[src/rtl/bit_scatter_gather.sv]
module bit_scatter_gather #(
  parameter int W = 64
) (
  input  logic         clk,
  input  logic         rst_n,
  input  logic         start,
  input  logic         op_extract,
  input  logic [W-1:0] src,
  input  logic [W-1:0] mask,
  output logic         busy,
  output logic         done,
  output logic [W-1:0] result
);
  localparam int IW = (W > 1) ? $clog2(W) : 1;

  logic [W-1:0]  src_q, mask_q, acc, acc_nxt;
  logic          op_q;
  logic [IW-1:0] pos, ones;
  logic          last;

  assign last = (pos == IW'(W - 1));

  always_comb begin
    acc_nxt = acc;
    if (mask_q[pos]) begin
      if (op_q) acc_nxt[ones] = src_q[pos];
      else      acc_nxt[pos]  = src_q[ones];
    end
  end

  always_ff @(posedge clk or negedge rst_n) begin
    if (!rst_n) begin
      src_q  <= '0;
      mask_q <= '0;
      acc    <= '0;
      op_q   <= 1'b0;
      pos    <= '0;
      ones   <= '0;
      busy   <= 1'b0;
      done   <= 1'b0;
      result <= '0;
    end else begin
      done <= 1'b0;
      if (!busy) begin
        if (start) begin
          src_q  <= src;
          mask_q <= mask;
          op_q   <= op_extract;
          acc    <= '0;
          pos    <= '0;
          ones   <= '0;
          busy   <= 1'b1;
        end
      end else begin
        acc <= acc_nxt;
        pos <= pos + 1'b1;
        if (mask_q[pos]) ones <= ones + 1'b1;
        if (last) begin
          busy   <= 1'b0;
          done   <= 1'b1;
          result <= acc_nxt;
        end
      end
    end
  end


  done_busy_excl_chk: assert property (@(posedge clk) disable iff (!rst_n)
    !(done && busy));


  done_pulse_chk: assert property (@(posedge clk) disable iff (!rst_n)
    done |=> !done);


  done_after_busy_chk: assert property (@(posedge clk) disable iff (!rst_n)
    done |-> $past(busy));


  busy_hold_chk: assert property (@(posedge clk) disable iff (!rst_n)
    (busy && !last) |=> busy);


  start_ignored_chk: assert property (@(posedge clk) disable iff (!rst_n)
    busy |=> ($stable(src_q) && $stable(mask_q) && $stable(op_q)));


  result_hold_chk: assert property (@(posedge clk) disable iff (!rst_n)
    !done |-> $stable(result));


  zero_mask_chk: assert property (@(posedge clk) disable iff (!rst_n)
    (busy && mask_q == '0) |=> (acc == '0));
endmodule

[config.mk]
export PLATFORM = sky130hd
export DESIGN_NAME = bit_scatter_gather
export DESIGN_NICKNAME = d
export VERILOG_FILES = /design/src/rtl/bit_scatter_gather.sv
export SDC_FILE = /design/constraint.sdc
export NUM_CORES = 1
export LEC_CHECK = 0
export ABC_AREA = 1
export CAP_MARGIN = 30
export CELL_PAD_IN_SITES_DETAIL_PLACEMENT = 0
export CELL_PAD_IN_SITES_GLOBAL_PLACEMENT = 2
export CORE_ASPECT_RATIO = 0.75
export CORE_MARGIN = 2
export CORE_UTILIZATION = 34
export CTS_BUF_LIST = sky130_fd_sc_hd__clkbuf_2 sky130_fd_sc_hd__clkbuf_4 sky130_fd_sc_hd__clkbuf_8
export CTS_CLUSTER_DIAMETER = 40
export DETAILED_ROUTE_END_ITERATION = 7
export DONT_BUFFER_PORTS = 1
export PLACE_DENSITY = 0.75
export SYNTH_ARGS = -nofsm -noshare
export SYNTH_HDL_FRONTEND = slang
export SYNTH_SLANG_ARGS = --single-unit
[constraint.sdc]
create_clock -name clk -period 4.32 [get_ports clk]
set_input_delay 0.864 -clock clk [delete_from_list [all_inputs] [get_ports clk]]
set_output_delay 0.864 -clock clk [all_outputs]
set_load 0.1 [all_outputs]
==> impl.org, run 1 <==
** Drt
- Detailed-route via count :: 16035
- WL per Instance :: ~19 microns
- The first routing iteration left 1373 violations.
- For this run, design rule violations remaining after detail routing come to 0.
- For this run, the detailed router's first-pass iteration total came to 5.
- Final wirelength :: 60000 microns
- Vias per cell :: 5.05
- Number of nets still failing antenna checks after routing :: 0

** Critical path
- In this run the worst setup path terminates at result[27].
- The cell that appears most often on the critical path is nand2_1.
- For this design, the slowest cell found on the critical path is buf_4.
- The signal on the critical path passes through buf_4 -> nand2_1 -> nand3_1 -> nand2_1 -> o21ai_1 -> nand2_1 -> nor2_4 -> buf_12 -> nand3_1 -> nand2_1 -> nand3_1 -> nand3_1 -> nand2_1.
- Critical Setup Path Class :: flip-flop to flip-flop
- Critical path startpoint category :: flip-flop
- Of all nets on the critical path, the largest fanout is 76.
- In this design, the stage delay of the slowest critical-path cell is 670 ps.
- The endpoint identified for the worst register-to-register timing path is result[27].
- The most critical setup path has its startpoint at pos[0].
- Data arrival time of the critical path :: 3640 ps
- For the worst setup path, the data required time is 4840 ps.
- STA classifies the critical path endpoint as a flip-flop.
- Setup slack on the worst reg-to-reg path comes out at 1200 ps.
- Worst Reg-to-Reg Cells :: 13
- Worst flop-to-flop path startpoint :: pos[0]

** Clock tree
- After clock tree synthesis, the clock-pin slew on the worst setup and hold paths is 60 ps.
- H-tree levels :: 2
- The clock net in this run drives a total of 271 sinks.
- Maximum buffer depth of the clock tree :: 3
- Number of clock buffers inserted by TritonCTS :: 54
- Once the clock tree was built, the resizer swapped 0 gates to a different size.
- TritonCTS built the clock tree.
- Clock tree synthesis selected as its root buffer the cell clkbuf_8.
- Latest clock arrival within the worst-skew pair :: approximately 650 ps

** Logic synthesis
- Post-synthesis async set-or-reset flop share :: 1.00
- Counting flops with a built-in enable in the synthesized netlist gives 0.
- Seq cells post-synth :: 271
- The commonest cells after synthesis are nand2_1, nor2_1, nand3_1, dfrtp_1, inv_1.
- Synthesized Nets :: 2674
- Synth area leaders :: dfrtp_1, nand2_1, nand3_1
- For this run, the leading register cell type out of synthesis is dfrtp_1.
- Gate Count Post-Synth :: 2540
- Register area share after synthesis :: 0.418
- After synthesis, the mean cell area works out to roughly 6.4 sq um.
- YS warnings :: 0
- After synthesis the cells add up to 16200 sq um.
- Count leader, synth :: nand2_1
- The biggest area contributor in the post-synthesis netlist is dfrtp_1.
- Of the post-synthesis cell area, the dominant cell type holds 0.418.
- The number of different library cells used by synthesis comes to 30.

** Timing
- Setup repair after global routing left no endpoint under its margin.
- Count of final max-slew check failures :: 0
- Slew at the pin closest to its max-slew limit :: ~1000 ps
- Number of failing setup endpoints in the final timing report :: 0
- Worst Clk Skew :: 30.8 ps
- On the final layout, the worst hold slack is -71.5 ps.
- Final total negative setup slack :: 0 ps
- Slew margin rel. :: 0.308
- The worst path needs 3120 ps of the cycle, external delays included.
- Of the available clock period, the critical path in the final layout requires 0.722.
- Final hold violation count :: 195
- Timing would allow up to approximately 320 MHz.

** Die
- Core ar. :: 47200 sq um
- Starting density of the core :: 0.343
- The floorplan step set the die width to 256 microns.
- DIE AREA :: 49500 sq um
- IO Count :: 198
- Row generation in the floorplan step produced 69 rows.
- Chip height :: between 150 and 200 microns

** Power
- Of the total power, the share spent switching nets is 0.540.
- Internal power of the cells :: 8150 uW
- Static power due to leakage :: 0.00901 uW
- IR analysis of the VDD net gives a maximum drop of 0.652 mV.
- Clock network power share :: 0.172
- Net Sw Power :: around 9600 uW
- The share of total power dissipated in combinational logic is 0.492.
- Sequential group share of total power :: 0.336
- PD cells :: 983 nW/um^2

** Global routing
- Antenna violations before repair :: 1
- Across every metal layer, demand over resource in global routing totals 0.244.
- The first global-routing pass estimated 93700 microns of wire.
- Remaining global-route overflow :: 0
- Maximum number of pins on one net before global-route repair :: ~270
- The via count of the first global-routing pass is 15629.

** Final layout
- Of the cells placed in the final design, the portion with a size suffix greater than 1 is 0.0588.
- Number of nets in the finished design :: 2628
- Final core area utilization :: 0.382
- Post-route non-filler standard cell count :: 3173
- Area growth from synthesis to layout :: 11.4%

** Status
- Violations in the final reports :: negative hold slack
- The run finished, with violations left.

** Place
- Number of input and output port buffers inserted :: 0
- After detailed placement, the design holds a cell count of 3073.
- Routability-driven placement finished with a final weighted congestion of 0.800.
- HPWL Detailed :: approximately 36000 microns

** Job
- Max-capacitance violation count :: 0

** Min path
- Hold WC Path Type :: input port to async pin
==> metrics by stage <==
stage / hold WS (ps) / instance area (sq um) / total power (uW) / worst slack (ps)
2_1_floorplan: 449 / 16200 / 11800 / 1920
3_3_place_gp: 462 / 16700 / 14500 / 1250
3_5_place_dp: 466 / 16800 / 14600 / 1210
4_1_cts: -125 / 18000 / 17800 / 1190
5_1_grt: -110 / 18100 / 19200 / 976
6_report: -71.5 / 18100 / 17700 / 1200
==> worst max-delay path: cells and delay by family (launching register included) <==
family | cells | cell delay, ps
AND/OR/NAND/NOR | 10 | 1540
buffers and inverters | 2 | 900
flip-flops | 1 | 360
AO/OA/AOI/OAI | 1 | 130
==> sequential cells by signal (all words and copies together) (netlist names) <==
register  flops
result       64
op_q          1
acc          64
done          1
ones          6
src_q        64
mask_q       64
pos           6
busy          1
==> worst min-delay path by stage <==
stage,end,startpoint
global route,src_q[37],rst_n
CTS,acc[63],rst_n
detailed placement,mask_q[44],mask_q[44]
finish,src_q[38],rst_n
floorplan,mask_q[3],mask_q[3]
global placement,mask_q[49],mask_q[49]
==> area by class of cell <==
| class | instances | area, sq um |
|---|---|---|
| antenna | 1 | 2.50 |
| clock buffer | 78 | 980 |
| clock inverter | 17 | 249 |
| fill | 5033 | 29200 |
| inverter | 179 | 674 |
| multi-input combinational | 1954 | 8130 |
| sequential | 271 | 6790 |
| tap | 639 | 800 |
| timing repair buffer | 34 | 430 |
==> cells in the final DEF, fill, tap and decap left out, drive strengths merged, types with 14 or more instances in the layout <==
cell type     n
a21oi        21
buf          32
clkbuf       80
dfrtp       271
inv         177
nand2      1011
nand3       371
nor2        424
o211ai       14
o21ai        92
==> what timing repair did <==
item	in CTS	in global routing
buffers inserted	0	0
setup endpoints to repair	0	0
endpoints found under the hold margin	271	271
==> logic make-up after synthesis <==
family	count (synthesis)	synth area share
simple gates	1817	0.453
buf+inv	315	0.0817
compound gates	132	0.0436
fa+ha+maj	2	0.00154
xor+xnor	3	0.00162
flops	271	0.418
==> power by group through the flow <==
| stage | logic [uW] | registers (uW) | clock network (uW) |
|---|---|---|---|
| 2_1_floorplan | 6070 | 5740 | 0 |
| 3_3_place_gp | 8400 | 6070 | 0 |
| 3_5_place_dp | 8610 | 6030 | 0 |
| 4_1_cts | 8640 | 6000 | 3140 |
| 5_1_grt | 9820 | 6130 | 3240 |
| 6_report | 8730 | 5960 | 3060 |
==> layer usage <==
metal  vias up  track usage  wire length (microns)
met5         -            0                      0
met4         0       0.0717                   1440
met3        97       0.0540                   4740
met2       543        0.364                  25200
met1      7548        0.352                  28600
li1       7847            -                      -
(Power assumes the default switching activity.)
==> inputs of run 2 (changes only) <==
--- a/config.mk
+++ b/config.mk
@@ -5,7 +5,7 @@
 export SDC_FILE = /design/constraint.sdc
 export NUM_CORES = 1
 export LEC_CHECK = 0
-export ABC_AREA = 1
+export ABC_AREA = 0
 export CAP_MARGIN = 30
 export CELL_PAD_IN_SITES_DETAIL_PLACEMENT = 0
 export CELL_PAD_IN_SITES_GLOBAL_PLACEMENT = 2
@@ -16,7 +16,7 @@
 export CTS_CLUSTER_DIAMETER = 40
 export DETAILED_ROUTE_END_ITERATION = 7
 export DONT_BUFFER_PORTS = 1
-export PLACE_DENSITY = 0.75
+export PLACE_DENSITY = 0.71
 export SYNTH_ARGS = -nofsm -noshare
 export SYNTH_HDL_FRONTEND = slang
 export SYNTH_SLANG_ARGS = --single-unit
==> constraint.sdc (replaced) <==
create_clock -name clk -period 2.6 [get_ports clk]
set_input_delay 0.52 -clock clk [delete_from_list [all_inputs] [get_ports clk]]
set_output_delay 0.52 -clock clk [all_outputs]
set_load 0.1 [all_outputs]
==> impl.org, run 2 <==
** Clock tree
- Latest clock arrival within the worst-skew pair :: ~630 ps
- Clock Tree Root :: clkbuf_8
- CTS tree :: done
- After clock tree synthesis, the clock-pin slew on the worst setup and hold paths is 60 ps.
- Number of clock buffers inserted by TritonCTS :: 51
- H-tree levels :: 2
- No sink is reached through more buffers than the 3 on the longest clock path.
- Clk sink count :: 271
- After clock tree synthesis, the flow added hold-fix buffers numbering 95.

** Logic synthesis
- The synthesized netlist occupies a cell area of 15500 sq um.
- dfrtp_1 takes more of the synthesized area than any other cell.
- Seq cells post-synth :: 271
- During synthesis, Yosys emitted a total of 0 warnings.
- Number of unique standard cell types used by synthesis :: 59
- Post-Syn Area per Cell :: roughly 8.4 sq um
- Fraction of synthesized cell area taken by the top area cell type :: 0.439
- Leading register cell type out of synthesis :: dfrtp_1
- Post-synthesis async set-or-reset flop share :: 1.00
- Synthesized Nets :: 1967
- Counting flops with a built-in enable in the synthesized netlist gives 0.
- Sorting the synthesized cells by area gives the leading types as dfrtp_1, nand2_1, a21o_1.
- Synthesis produced a netlist whose cell count is 1833.
- Count leader, synth :: nand2_1
- For this run, the register share of the synthesized area comes to 0.439.
- The commonest cells after synthesis are nand2_1, dfrtp_1, clkbuf_1, a21o_1, nor3_1.

** Critical path
- STA classifies the critical path startpoint as a flip-flop.
- For this run, the slowest stage of the critical path takes 500 ps.
- At the worst endpoint, the required time is 3110 ps.
- Data arrival time of the critical path :: ~3500 ps
- The worst setup path is of the flip-flop to flip-flop kind.
- For this design, the slowest cell found on the critical path is mux4_2.
- Along the worst path, the maximum fanout reaches 15.
- CP Cell Sequence :: buf_12 -> buf_6 -> mux4_2 -> and3_1 -> a31oi_1 -> o211ai_1 -> or3_4 -> buf_12 -> buf_16 -> o211ai_1 -> o31ai_1 -> a22o_1
- The worst setup path is captured at a flip-flop.

** Timing
- In the post-route analysis, the smallest setup slack over all paths is -366 ps.
- Setup repair after global routing could not meet its margin everywhere.
- Fmax achieved :: roughly 340 MHz
- Slew margin rel. :: 0.358
- Of the available clock period, the critical path in the final layout requires 1.14.
- Count of final max-slew check failures :: 0
- Worst Clk Skew :: 26.6 ps
- The final-report hold violation count is approximately 270.
- Counting I/O delays and the setup requirement, the final critical path takes 2970 ps.
- After routing, the total negative slack on setup checks comes to -39540 ps.
- Slew at the pin closest to its max-slew limit :: 962 ps
- Tightest hold margin :: -385 ps
- Setup violations remaining at the end of the flow were counted as 134.

** Final layout
- Most common cell after layout, fill and taps aside :: nand2_1
- 0 antenna diodes ended up in the layout.
- Post-route non-filler standard cell count :: roughly 2700
- Of the cells placed in the final design, the portion with a size suffix greater than 1 is 0.219.
- Final core area utilization :: 0.463
- Compared with the post-synthesis result, the final layout area differs by 34.0%.
- For this run, the post-layout net count is between 2000 and 2500.
- Number of fill cells in the layout :: about 4400
- Area used by multi-input combinational logic :: between 8000 and 9000 sq um
- Commonest cells after routing, fill and taps aside :: nand2_1, dfrtp_1, buf_4
- In the final layout, flip-flops and latches occupy 6790 sq um.

** Drt
- Detailed-route via count :: 15002
- Vias per cell :: ~5.6
- Final wirelength :: slightly above 60000 microns
- After detailed routing, the number of remaining DRC violations is 0.
- Number of nets still failing antenna checks after routing :: 0
- Routed length on met2 :: 26500 microns
- Met3 wirelength from detailed routing :: 4910 microns
- After the first detailed-routing iteration, the DRC count stood at 1173.
- The highest layer touched by signal routing is met4.
- WL per Instance :: 22.5 microns
- The first detailed-routing pass ran for 7 iterations.
- For this block, wires on met1 add up to 28000 microns.

** Min path
- The tightest min-delay check is of the input port to async pin type.

** Status
- Violations in the final reports :: negative hold slack, negative setup slack
- The flow ran to the end, but the final reports show violations.

** Global routing
- First-pass GRT wire length :: 91200 microns
- In the global route stage, overall resource usage came out at 0.249.
- Vias in the first global route :: roughly 15000
- The total overflow left after global routing is 0.
- Maximum number of pins on one net before global-route repair :: 272
- The initial antenna violation count is 0.

** Place
- Prior to clock tree synthesis, the placed netlist has a worst setup slack of -625 ps.
- During placement, the flow inserted port buffers numbering 0.
- At the end of routability-driven placement, the weighted congestion stood at 0.835.
- HPWL Detailed :: 36600 microns
- Including well taps, the total number of placed cells is 2477.

** Power
- For this design the static power due to leakage is around 0.010 uW.
- PD cells :: roughly 1500 nW/um^2
- Maximum vdd drop :: 1.14 mV

** Die
- The floorplan has 67 rows.
- The floorplan step set the die height to 189 microns.
- For this configuration, the core starts out at a cell density of 0.345.
- Core ar. :: 44800 sq um
- Die width :: 250 microns
- IO Count :: 198
- The die covers 47200 sq um.

** Job
- Max-capacitance violation count :: 0
-- run 2: changes by cell type in the layout (fill, tap and decap cells not counted), sizes merged, moves of 95 or more --
cell | previous run | this run
nor2 | 424 | 17
nand2 | 1011 | 644
nand3 | 371 | 17
buf | 32 | 251
inv | 177 | 13
dlygate4sd3 | 0 | 95
-- run 2: per-layer routing --
metal / track usage / vias to the layer above
met5: 0 / -
met4: 0.0601 / 0
met3: 0.0562 / 104
met2: 0.377 / 557
met1: 0.361 / 7424
li1: - / 6917
-- run 2: worst paths after layout --
kind | start | to | slack, ps | depth (start not counted)
setup / recovery | pos[0] | acc[28] | -370 | 12
hold / removal | rst_n | src_q[44] | -390 | 0
setup reg to reg | pos[0] | acc[28] | -370 | 12
hold reg to reg | mask_q[3] | mask_q[3] | 470 | 2
max in group asynchronous | rst_n | ones[3] | 2610 | 0
min in group clk | mask[20] | mask_q[20] | 30 | 2
-- run 2: area by class of cell --
| cell class | count | share of cell area |
|---|---|---|
| Timing Repair Buffer | 351 | 0.176 |
| Multi-Input combinational cell | 1387 | 0.405 |
| Inverter | 11 | 0.00199 |
| Tap cell | 586 | 0.0354 |
| Sequential cell | 271 | 0.328 |
| Clock inverter | 10 | 0.00682 |
| Clock buffer | 80 | 0.0474 |
-- run 2: what timing repair did --
| item | CTS | global route |
|---|---|---|
| gates resized for setup | 49 | 68 |
| setup buffers | 13 | 8 |
| setup endpoints to repair | 134 | 134 |
| pin swaps | 26 | 42 |
| gates cloned | 7 | 7 |
| endpoints found under the hold margin | 366 | 271 |
-- run 2: worst max-delay path, delay by kind of cell, from the launching register on --
kind / cells / cell delay [ps]
mux: 1 / 500
buf+inv: 4 / 560
simple gates: 2 / 580
flops: 1 / 400
compound gates: 5 / 810
-- run 2: stage by stage --
step / power (uW) / cell area [sq um] / hold slack, ps
final: 31800 / 20700 / -385
after global routing: 33400 / 20700 / -424
after global placement: 22600 / 17600 / 238
after CTS: 29800 / 20200 / -430
after floorplan: 16700 / 15500 / 224
after detailed placement: 22800 / 17600 / 240
-- run 2: kinds of logic (layout without fill, tap and decap cells) --
family                     Yosys count  in the layout  share of synthesized area
and+or+nand+nor                    845            845                      0.229
AOI/OAI and AO/OA                  480            480                      0.218
DFF                                271            271                      0.439
buffers and inverters              175            452                     0.0525
muxes                               60             60                     0.0598
adders and majority gates            2              2                    0.00162
-- run 2: where the power goes --
part	internal (uW)	switching [uW]	total (uW)	leakage, uW
sequential	5750	2110	7870	0.00353
clock	2700	1970	4670	0.000595
combinational	8250	11100	19300	0.00589
total	16700	15100	31800	0.0100
